File: config.mk
export PLATFORM = sky130hd
export DESIGN_NAME = nmi_rv_pair
export DESIGN_NICKNAME = d
export VERILOG_FILES = /design/src/rtl/nmi_rv_pkg.sv /design/src/rtl/nmi_rv_latch.sv /design/src/rtl/nmi_rv_stretch.sv /design/src/rtl/nmi_rv_pair.sv
export SDC_FILE = /design/constraint.sdc
export NUM_CORES = 1
export LEC_CHECK = 0
export ABC_CLOCK_PERIOD_IN_PS = 1700
export BUFFER_PORTS_ARGS = -buffer_cell sky130_fd_sc_hd__buf_2
export CAP_MARGIN = 20
export CORE_AREA = 4 4 41 43
export DETAILED_ROUTE_END_ITERATION = 8
export DIE_AREA = 0 0 45 47
export GPL_TIMING_DRIVEN = 0
export PLACE_DENSITY = 0.69
export SLEW_MARGIN = 30
export SYNTH_ARGS = -nofsm -noshare
export SYNTH_HDL_FRONTEND = slang
export SYNTH_SLANG_ARGS = --single-unit
File: constraint.sdc
create_clock -name clk -period 1.7 [get_ports clk]
set_input_delay 0.34 -clock clk [delete_from_list [all_inputs] [get_ports clk]]
set_output_delay 0.34 -clock clk [all_outputs]
set_load 0.01 [all_outputs]
File: src/rtl/nmi_rv_pkg.sv
package nmi_rv_pkg;
    // Flag encoding: bit 0 = enable (armed), bit 1 = pending (triggered)
    typedef enum logic [1:0] {
        RV_IDLE    = 2'b00,
        RV_ARMED   = 2'b01,
        RV_PENDING = 2'b10
    } rv_state_e;

    localparam int RV_DIRS = 2;
endpackage

File: src/rtl/nmi_rv_latch.sv
module nmi_rv_latch
    import nmi_rv_pkg::*;
(
    input  logic      clk,
    input  logic      rst_n,
    input  logic      arm_i,
    input  logic      trig_i,
    output logic      fire_o,
    output rv_state_e state_o
);
    rv_state_e state_q, state_d;
    logic      fire_d;

    always_comb begin
        state_d = state_q;
        fire_d  = 1'b0;
        unique case (state_q)
            RV_IDLE: begin
                if (arm_i && trig_i) begin
                    fire_d = 1'b1;
                end else if (arm_i) begin
                    state_d = RV_ARMED;
                end else if (trig_i) begin
                    state_d = RV_PENDING;
                end
            end
            RV_ARMED: begin
                if (trig_i) begin
                    fire_d  = 1'b1;
                    state_d = RV_IDLE;
                end
            end
            RV_PENDING: begin
                if (arm_i) begin
                    fire_d  = 1'b1;
                    state_d = RV_IDLE;
                end
            end
            default: state_d = RV_IDLE;
        endcase
    end

    // State register
    always_ff @(posedge clk or negedge rst_n) begin
        if (!rst_n) state_q <= RV_IDLE;
        else        state_q <= state_d;
    end

    // Output register
    always_ff @(posedge clk or negedge rst_n) begin
        if (!rst_n) fire_o <= 1'b0;
        else        fire_o <= fire_d;
    end

    assign state_o = state_q;
endmodule

File: src/rtl/nmi_rv_stretch.sv
module nmi_rv_stretch #(
    parameter int NMI_WIDTH = 4
) (
    input  logic clk,
    input  logic rst_n,
    input  logic fire_i,
    output logic nmi_o
);
    localparam int CW = (NMI_WIDTH > 1) ? $clog2(NMI_WIDTH) : 1;
    localparam logic [CW-1:0] RELOAD = CW'(NMI_WIDTH - 1);

    logic [CW-1:0] cnt_q;

    always_ff @(posedge clk or negedge rst_n) begin
        if (!rst_n)            cnt_q <= '0;
        else if (fire_i)       cnt_q <= RELOAD;
        else if (cnt_q != '0)  cnt_q <= cnt_q - 1'b1;
    end

    assign nmi_o = fire_i || (cnt_q != '0);
endmodule

File: src/rtl/nmi_rv_pair.sv
module nmi_rv_pair
    import nmi_rv_pkg::*;
#(
    parameter int DATA_W    = 8,
    parameter int NMI_WIDTH = 4
) (
    input  logic              clk,
    input  logic              rst_n,
    input  logic              a_port_wr,
    input  logic              a_port_rd,
    input  logic              b_port_wr,
    input  logic              b_port_rd,
    output logic [DATA_W-1:0] a_rd_data,
    output logic [DATA_W-1:0] b_rd_data,
    output logic              nmi_a,
    output logic              nmi_b
);
    // Index 0 targets CPU A, index 1 targets CPU B
    logic      arm_v  [RV_DIRS];
    logic      trig_v [RV_DIRS];
    logic      fire_v [RV_DIRS];
    logic      nmi_v  [RV_DIRS];
    rv_state_e st_v   [RV_DIRS];

    assign arm_v[0]  = a_port_wr;
    assign trig_v[0] = b_port_rd;
    assign arm_v[1]  = b_port_wr;
    assign trig_v[1] = a_port_rd;

    for (genvar g = 0; g < RV_DIRS; g++) begin : g_dir
        nmi_rv_latch u_latch (
            .clk     (clk),
            .rst_n   (rst_n),
            .arm_i   (arm_v[g]),
            .trig_i  (trig_v[g]),
            .fire_o  (fire_v[g]),
            .state_o (st_v[g])
        );
        nmi_rv_stretch #(.NMI_WIDTH(NMI_WIDTH)) u_stretch (
            .clk    (clk),
            .rst_n  (rst_n),
            .fire_i (fire_v[g]),
            .nmi_o  (nmi_v[g])
        );
    end

    assign nmi_a = nmi_v[0];
    assign nmi_b = nmi_v[1];

    assign a_rd_data = a_port_rd ? {DATA_W{1'b1}} : '0;
    assign b_rd_data = b_port_rd ? {DATA_W{1'b1}} : '0;
endmodule

==> metrics, run 1 <==
crit path buf inv count 2; sw frac 30.7%; Final setup viols 0; CP delay by family, top flip-flops; highest fanout seen on the critical path 4; DRC viols 0; Clk pwr share 20.4%; worst endpoint required time 1.36 ns; Synthesized Nets 60; Worst path depth 4; Syn Area/Cell 10.2 um2; Clock Latency Late Sink 0.25 ns; n_diodes 0; post-DP HPWL 720 um; CP max stage delay 0.38 ns; Pre-antenna DRT Iters 4; total number of H-tree levels 1; crit path capture type output port; final hold vios 0; initial core utilization 40.6%; hold_sp a_port_wr; Worst Tran Pin Value 0.220 ns; Worst R2R Setup Slack 0.63 ns; CTS Root Cell clkbuf_4; Reg power frac 44.6%; Logic pwr share 35.0%; number of global-route vias before repair 321; CP arrival 1.13 ns; Core Region 1300 um2; Hold Buf Count CTS 1; largest net degree at the start of global routing 11; DR iter-0 viols 5; dominant cells by area after synthesis dfrtp_1, buf_4, ha_1, nand2b_1, nor2_1; cells on worst reg2reg path 4; Psw 226 uW; GRT overflow 0; Crit Path Category register to output port; top cell type's share of synthesized area 47.4%; synthesis-stage register bit count 10; Layout Cells excl Fill 94; FMAX 683 MHz; share of layout cells above drive strength 1 53.2%; DP Cell Count 90; placed cell area 662 um2; max-cap check violation count 0; design area 694 um2; area delta synth->final 31.5%; Routed Antenna Nets 0; Site Rows 13; Worst setup startpoint g_dir[1].u_stretch.cnt_q[0]; total global-route track usage 9.21%; Setup Total Neg Slack 0 ns; Distinct cells, synth 10; peak supply drop 0.620 mV; status finished clean; Worst Clk Skew 0.00190 ns; Die Width 45 um; Max-slew headroom 85.3%; area of the multi-input gates 143 um2; CTS Buf Count 3; slowest CP cell dfrtp_1; Clock Sinks 10; Seq. cell area 250 um2; Cell Area, Synth 528 um2; IO buf count 23; WHS Path Cells 2; I/O pins 24; Reg-to-Reg Start g_dir[1].u_stretch.cnt_q[0]; Int Power 510 uW; die area 2120 um2; Final GP Congestion 0.565; Final Max Tran Viols 0; post-CTS setup buffer count 0; Vias per Instance 4.00; antenna violations before repair 0; first-pass GRT wire length 1370 um; per-cell routed wire length 9.10 um; leading area contributor after synthesis dfrtp_1; PD cells 1060 nW/um2; final net count 89; die height 47 um; Tcrit/Tclk final 86.2%; sequential-to-total area share from yosys stat 47.4%; CTS tree yes; post-route minimum period 1.47 ns; largest buffer count on any clock path 2; Leak 0.000395 uW; reg-to-reg endpoint g_dir[1].u_stretch.cnt_q[1]; unrepaired setup endpoints after global routing false; CP Cell Sequence inv_1 -> ha_1 -> nand2b_1 -> buf_2; Setup crit start kind register; fin util 53.4%; Ys Warns 0; Hold WC Path Type input pin to register; final WL 855 um; CTS clk-pin slew, worst paths 0.06 ns; Syn Inst Count 52; post-CTS sizing 0; WHS Endpoint g_dir[0].u_latch.state_o[1]; fill cell count 129; routed via count 376
[per-stage QoR]
step	total power [uW]	hold slack [ns]	setup WS, ns
after floorplan	521	0.0444	0.635
after global placement	583	0.201	0.520
after detailed placement	595	0.210	0.492
after CTS	753	0.242	0.208
after global routing	804	0.248	0.138
final	736	0.254	0.235
[power groups by stage]
stage               Clock [uW]  Combinational [uW]  Sequential, uW
global placement             0                 252             331
detailed placement           0                 261             334
CTS                        159                 265             329
global route               172                 294             338
floorplan                    0                 194             327
finish                     150                 258             328
[layer usage]
layer  GRT usage (%)  wire (um)
met2            12.1        430
met5               0          0
met3            5.75         36
met1            12.8        388
met4            1.75          0
[cell usage in the layout (no fill, tap or decap)]
cell / count
buf_4: 16
dfrtp_1: 10
ha_1: 2
inv_1: 4
xor2_1: 2
clkbuf_4: 3
a211o_1: 2
nor2_1: 6
nor3_1: 4
a211oi_1: 2
buf_2: 23
dlygate4sd3_1: 1
nand2b_1: 4
[synthesized netlist by cell type]
master / number
nand2b_1: 4
a211o_1: 2
a211oi_1: 2
buf_4: 16
nor2_1: 6
ha_1: 2
inv_1: 4
xor2_1: 2
dfrtp_1: 10
nor3_1: 4
[state kept, by name, indices dropped and copies added, names as in the netlist]
signal,count
g_dir.u_latch.fire_o,2
g_dir.u_latch.state_o,4
g_dir.u_stretch.cnt_q,4
[cells by family (layout without fill, tap and decap cells)]
| logic type | Yosys count | count (layout) | share of synthesized area (%) |
|---|---|---|---|
| adder cells (fa/ha/maj) | 2 | 2 | 4.74 |
| XOR/XNOR | 2 | 2 | 3.32 |
| AO/OA/AOI/OAI | 4 | 4 | 6.16 |
| buffers and inverters | 20 | 47 | 25.6 |
| AND/OR/NAND/NOR | 14 | 14 | 12.8 |
| flip-flops | 10 | 10 | 47.4 |
[how the worst max path moves through the flow]
stage | end | slack [ns]
floorplan | nmi_a | 0.64
global placement | nmi_b | 0.52
detailed placement | nmi_b | 0.49
CTS | nmi_b | 0.21
global route | nmi_b | 0.14
finish | nmi_b | 0.23
[cell type report]
cell class                      count  share of cell area (%)
Buffer                             16                    17.3
Timing Repair Buffer               24                    18.0
Multi-Input combinational cell     22                    20.5
Tap cell                           15                    2.70
Clock buffer                        3                    3.24
Sequential cell                    10                    36.0
Inverter                            4                    2.16
No activity file was read; power rests on OpenSTA's default activity.
==> run 2: changes to the inputs <==
==> constraint.sdc (replaced) <==
create_clock -name clk -period 1.7 [get_ports clk]
set_input_delay 0 -clock clk [delete_from_list [all_inputs] [get_ports clk]]
set_output_delay 0 -clock clk [all_outputs]
set_load 0.01 [all_outputs]
==> metrics, run 2 (same netlist as run 1, synthesis figures left out) <==
highest fanout seen on the critical path 4; Max-slew headroom 85.3%; design area 714 um2; reg-to-reg endpoint g_dir[1].u_stretch.cnt_q[1]; DRC viols 0; total global-route track usage 9.21%; Vias per Instance 3.99; max-cap check violation count 0; initial core utilization 40.6%; Setup Slack @ Placement 0.617 ns; hold_sp b_port_rd; n_diodes 0; Layout Cells excl Fill 96; area delta synth->final 35.3%; worst endpoint required time 1.70 ns; cells on worst reg2reg path 4; Final Max Tran Viols 0; Crit Path Category register to output port; final WL 870 um; peak supply drop 0.624 mV; slowest CP cell dfrtp_1; CP max stage delay 0.38 ns; I/O pins 24; Setup crit start kind register; CTS Root Cell clkbuf_4; Worst Clk Skew 0.000910 ns; Site Rows 13; die height 47 um; post-route minimum period 1.13 ns; commonest non-fill, non-tap cell in the layout buf_2; share of layout cells above drive strength 1 51.9%; Clock Sinks 10; first-pass GRT wire length 1370 um; final net count 91; CP delay by family, top flip-flops; largest buffer count on any clock path 2; final hold vios 0; Final GP Congestion 0.565; most frequent cells in the layout buf_2, buf_4, dfrtp_1; IO buf count 23; WHS Endpoint g_dir[0].u_latch.state_o[0]; fill cell count 124; Routed Antenna Nets 0; GRT overflow 0; CTS Buf Count 3; Die Width 45 um; Worst Tran Pin Value 0.220 ns; PD cells 1040 nW/um2; Hold WC Path Type input pin to register; DP Cell Count 90; CP Cell Sequence inv_1 -> ha_1 -> nand2b_1 -> buf_2; number of global-route vias before repair 318; Final setup viols 0; placed cell area 662 um2; CP arrival 1.13 ns; die area 2120 um2; total number of H-tree levels 1; FMAX 889 MHz; CTS clk-pin slew, worst paths 0.06 ns; Tcrit/Tclk final 66.2%; setup ws final 0.575 ns; Setup Total Neg Slack 0 ns; unrepaired setup endpoints after global routing false; CTS tree yes; Reg-to-Reg Start g_dir[1].u_stretch.cnt_q[0]; Worst R2R Setup Slack 0.63 ns; routed via count 383; Pre-antenna DRT Iters 4; largest net degree at the start of global routing 11; crit path capture type output port; Core Region 1300 um2; post-DP HPWL 720 um; Clock Latency Late Sink 0.25 ns; WHS Path Cells 2; antenna violations before repair 0; per-cell routed wire length 9.06 um; status finished clean; Leak 0.000403 uW; DR iter-0 viols 5; crit path buf inv count 2; Worst setup startpoint g_dir[1].u_stretch.cnt_q[0]
## run 2: cell count changes in the layout (fill, tap and decap cells not counted)
cell and change:
dlygate4sd3_1 +2
## run 2: stage by stage
step	util [%]	total power [uW]	hold WS, ns
global route	54.9	808	0.0333
CTS	54.9	756	0.0309
finish	54.9	741	0.0373
detailed placement	50.9	595	-0.130
global placement	50.9	583	-0.139
floorplan	-	521	-0.296
## run 2: routing by layer
layer  global-route usage [%]  vias up  share of wire [%]
met3                     5.75        0                4.7
met5                        0        -                  0
met1                     12.8      162                 44
met2                     12.1        9                 51
li1                         -      212                  -
met4                     1.75        0                  0
## run 2: layout make-up
class | instances | area (um2) | share of cell area [%]
plain buffers | 16 | 120 | 16.8
clock buffers | 3 | 22.5 | 3.15
inverters | 4 | 15.0 | 2.10
multi-input cells | 22 | 143 | 20.0
flip-flops and latches | 10 | 250 | 35.0
well taps | 15 | 18.8 | 2.63
repair buffers | 26 | 145 | 20.3
## run 2: worst max-delay path by stage
stage	cells after the start	to	slack, ns
after floorplan	4	g_dir[0].u_stretch.cnt_q[1]	0.70
after global placement	4	g_dir[1].u_stretch.cnt_q[1]	0.65
after detailed placement	4	g_dir[1].u_stretch.cnt_q[1]	0.62
after CTS	4	nmi_b	0.55
after global routing	4	nmi_b	0.48
final	4	nmi_b	0.57
## run 2: worst register-to-register path, delay by kind of cell (launching register included)
kind	cells	cell delay [ns]
flip-flops	1	0.38
AND/OR/NAND/NOR	1	0.07
AO/OA/AOI/OAI	1	0.22
buffers and inverters	1	0.07
adder cells (fa/ha/maj)	1	0.22
## run 2: power breakdown
group	internal [uW]	switching, uW
registers	296	32.3
logic	136	126
clock network	81.2	69.5
## run 2: repair_timing
item | CTS | global route
hold buffers | 3 | 0
resized for setup | 0 | 0
endpoints found under the hold margin | 12 | 0
setup endpoints to repair | 0 | 0
buffers inserted | 0 | 0
==> run 3: changes to the inputs <==
--- a/config.mk
+++ b/config.mk
@@ -5,7 +5,7 @@
 export SDC_FILE = /design/constraint.sdc
 export NUM_CORES = 1
 export LEC_CHECK = 0
-export ABC_CLOCK_PERIOD_IN_PS = 1700
+export ABC_CLOCK_PERIOD_IN_PS = 1200
 export BUFFER_PORTS_ARGS = -buffer_cell sky130_fd_sc_hd__buf_2
 export CAP_MARGIN = 20
 export CORE_AREA = 4 4 41 43
==> constraint.sdc (replaced) <==
create_clock -name clk -period 1.2 [get_ports clk]
set_input_delay 0 -clock clk [delete_from_list [all_inputs] [get_ports clk]]
set_output_delay 0 -clock clk [all_outputs]
set_load 0.01 [all_outputs]
==> metrics, run 3 (same netlist as run 1, synthesis figures left out) <==
status finished clean; sw frac 30.5%; Max-slew headroom 85.4%; Routed Antenna Nets 0; CTS tree yes; Reg power frac 44.0%; Tcrit/Tclk final 91.9%; peak supply drop 0.889 mV; Crit Path Category register to output port; Core Region 1300 um2; CTS Buf Count 3; total number of H-tree levels 1; IO buf count 23; DR iter-0 viols 5; max-cap check violation count 0; final hold vios 0; highest fanout seen on the critical path 4; Layout Cells excl Fill 96; Vias per Instance 4.01; post-route minimum period 1.10 ns; area delta synth->final 36.3%; Clock Sinks 10; die height 47 um; Die Width 45 um; largest buffer count on any clock path 2; total global-route track usage 9.21%; number of global-route vias before repair 318; I/O pins 24; DRC viols 0; Final setup viols 0; die area 2120 um2; routed via count 385; Leak 0.000399 uW; commonest non-fill, non-tap cell in the layout buf_2; initial core utilization 40.6%; crit path capture type output port; CTS clk-pin slew, worst paths 0.06 ns; first-pass GRT wire length 1370 um; Worst Clk Skew 0.000109 ns; Int Power 735 uW; fin util 55.3%; Clk pwr share 20.1%; setup ws final 0.0970 ns; GRT overflow 0; Site Rows 13; post-DP HPWL 720 um; PD cells 1470 nW/um2; Psw 323 uW; largest net degree at the start of global routing 11; Final Max Tran Viols 0; most frequent cells in the layout buf_2, buf_4, dfrtp_1; antenna violations before repair 0; Setup Slack @ Placement 0.117 ns; FMAX 907 MHz; CTS Root Cell clkbuf_4; post-CTS setup buffer count 0; DP Cell Count 90; per-cell routed wire length 9.00 um; Worst R2R Setup Slack 0.13 ns; Worst Tran Pin Value 0.219 ns; n_diodes 0; Setup crit start kind register; worst endpoint required time 1.20 ns; final net count 91; Final GP Congestion 0.565; Setup Total Neg Slack 0 ns; Pre-antenna DRT Iters 4; Logic pwr share 35.9%; CP arrival 1.10 ns; final WL 864 um; Hold WC Path Type input pin to register; share of layout cells above drive strength 1 54.3%; Clock Latency Late Sink 0.25 ns; worst hold margin 0.0375 ns
==> run 3: cell types whose count changed in the layout (fill, tap and decap cells not counted) <==
| cell | before | now |
|---|---|---|
| ha_1 | 2 | 0 |
| ha_2 | 0 | 2 |
==> run 3: layer usage <==
layer / track usage, % / up-vias / routed length (um)
li1: - / 212 / -
met1: 12.8 / 164 / 387
met2: 12.1 / 9 / 435
met3: 5.75 / 0 / 41
met4: 1.75 / 0 / 0
met5: 0 / - / 0
==> run 3: path summary, 6_finish.rpt <==
path                                                     to                         from  cells after the start
worst min register to register  g_dir[1].u_latch.state_o[1]  g_dir[1].u_latch.state_o[0]                      1
min in group asynchronous       g_dir[0].u_latch.state_o[0]                        rst_n                      2
worst max register to register  g_dir[1].u_stretch.cnt_q[1]  g_dir[1].u_stretch.cnt_q[0]                      4
worst max-delay path                                  nmi_b  g_dir[1].u_stretch.cnt_q[0]                      4
max in group asynchronous       g_dir[1].u_stretch.cnt_q[0]                        rst_n                      2
worst min-delay path            g_dir[0].u_latch.state_o[0]                    b_port_rd                      2
==> run 3: per-stage QoR <==
stage / total power, uW / cell area (um2)
after floorplan: 738 / 528
after global placement: 826 / 662
after detailed placement: 843 / 662
after CTS: 1070 / 714
after global routing: 1160 / 719
final: 1060 / 719
==> run 3: layout make-up <==
cell class | instances | area [um2]
fillers | 125 | 582
well taps | 15 | 18.8
inverters | 4 | 15.0
repair buffers | 26 | 145
plain buffers | 16 | 120
clock buffers | 3 | 22.5
multi-input cells | 22 | 148
flip-flops and latches | 10 | 250
==> run 3: repair_timing <==
item                                   CTS  global route
endpoints found under the hold margin   12             0
resized for setup                        0             2
hold buffers                             3             0
setup endpoints to repair                0             2
==> run 3: critical path, stage by stage, from the launching register on <==
cell,delay [ns]
dfrtp_1,0.38
inv_1,0.07
ha_2,0.21
nand2b_1,0.06
buf_2,0.13
==> run 3: power groups by stage <==
stage	registers, uW	clock network, uW	logic [uW]
5_1_grt	478	244	434
4_1_cts	466	225	380
2_1_floorplan	464	0	274
3_5_place_dp	473	0	370
3_3_place_gp	469	0	357
6_report	465	212	380
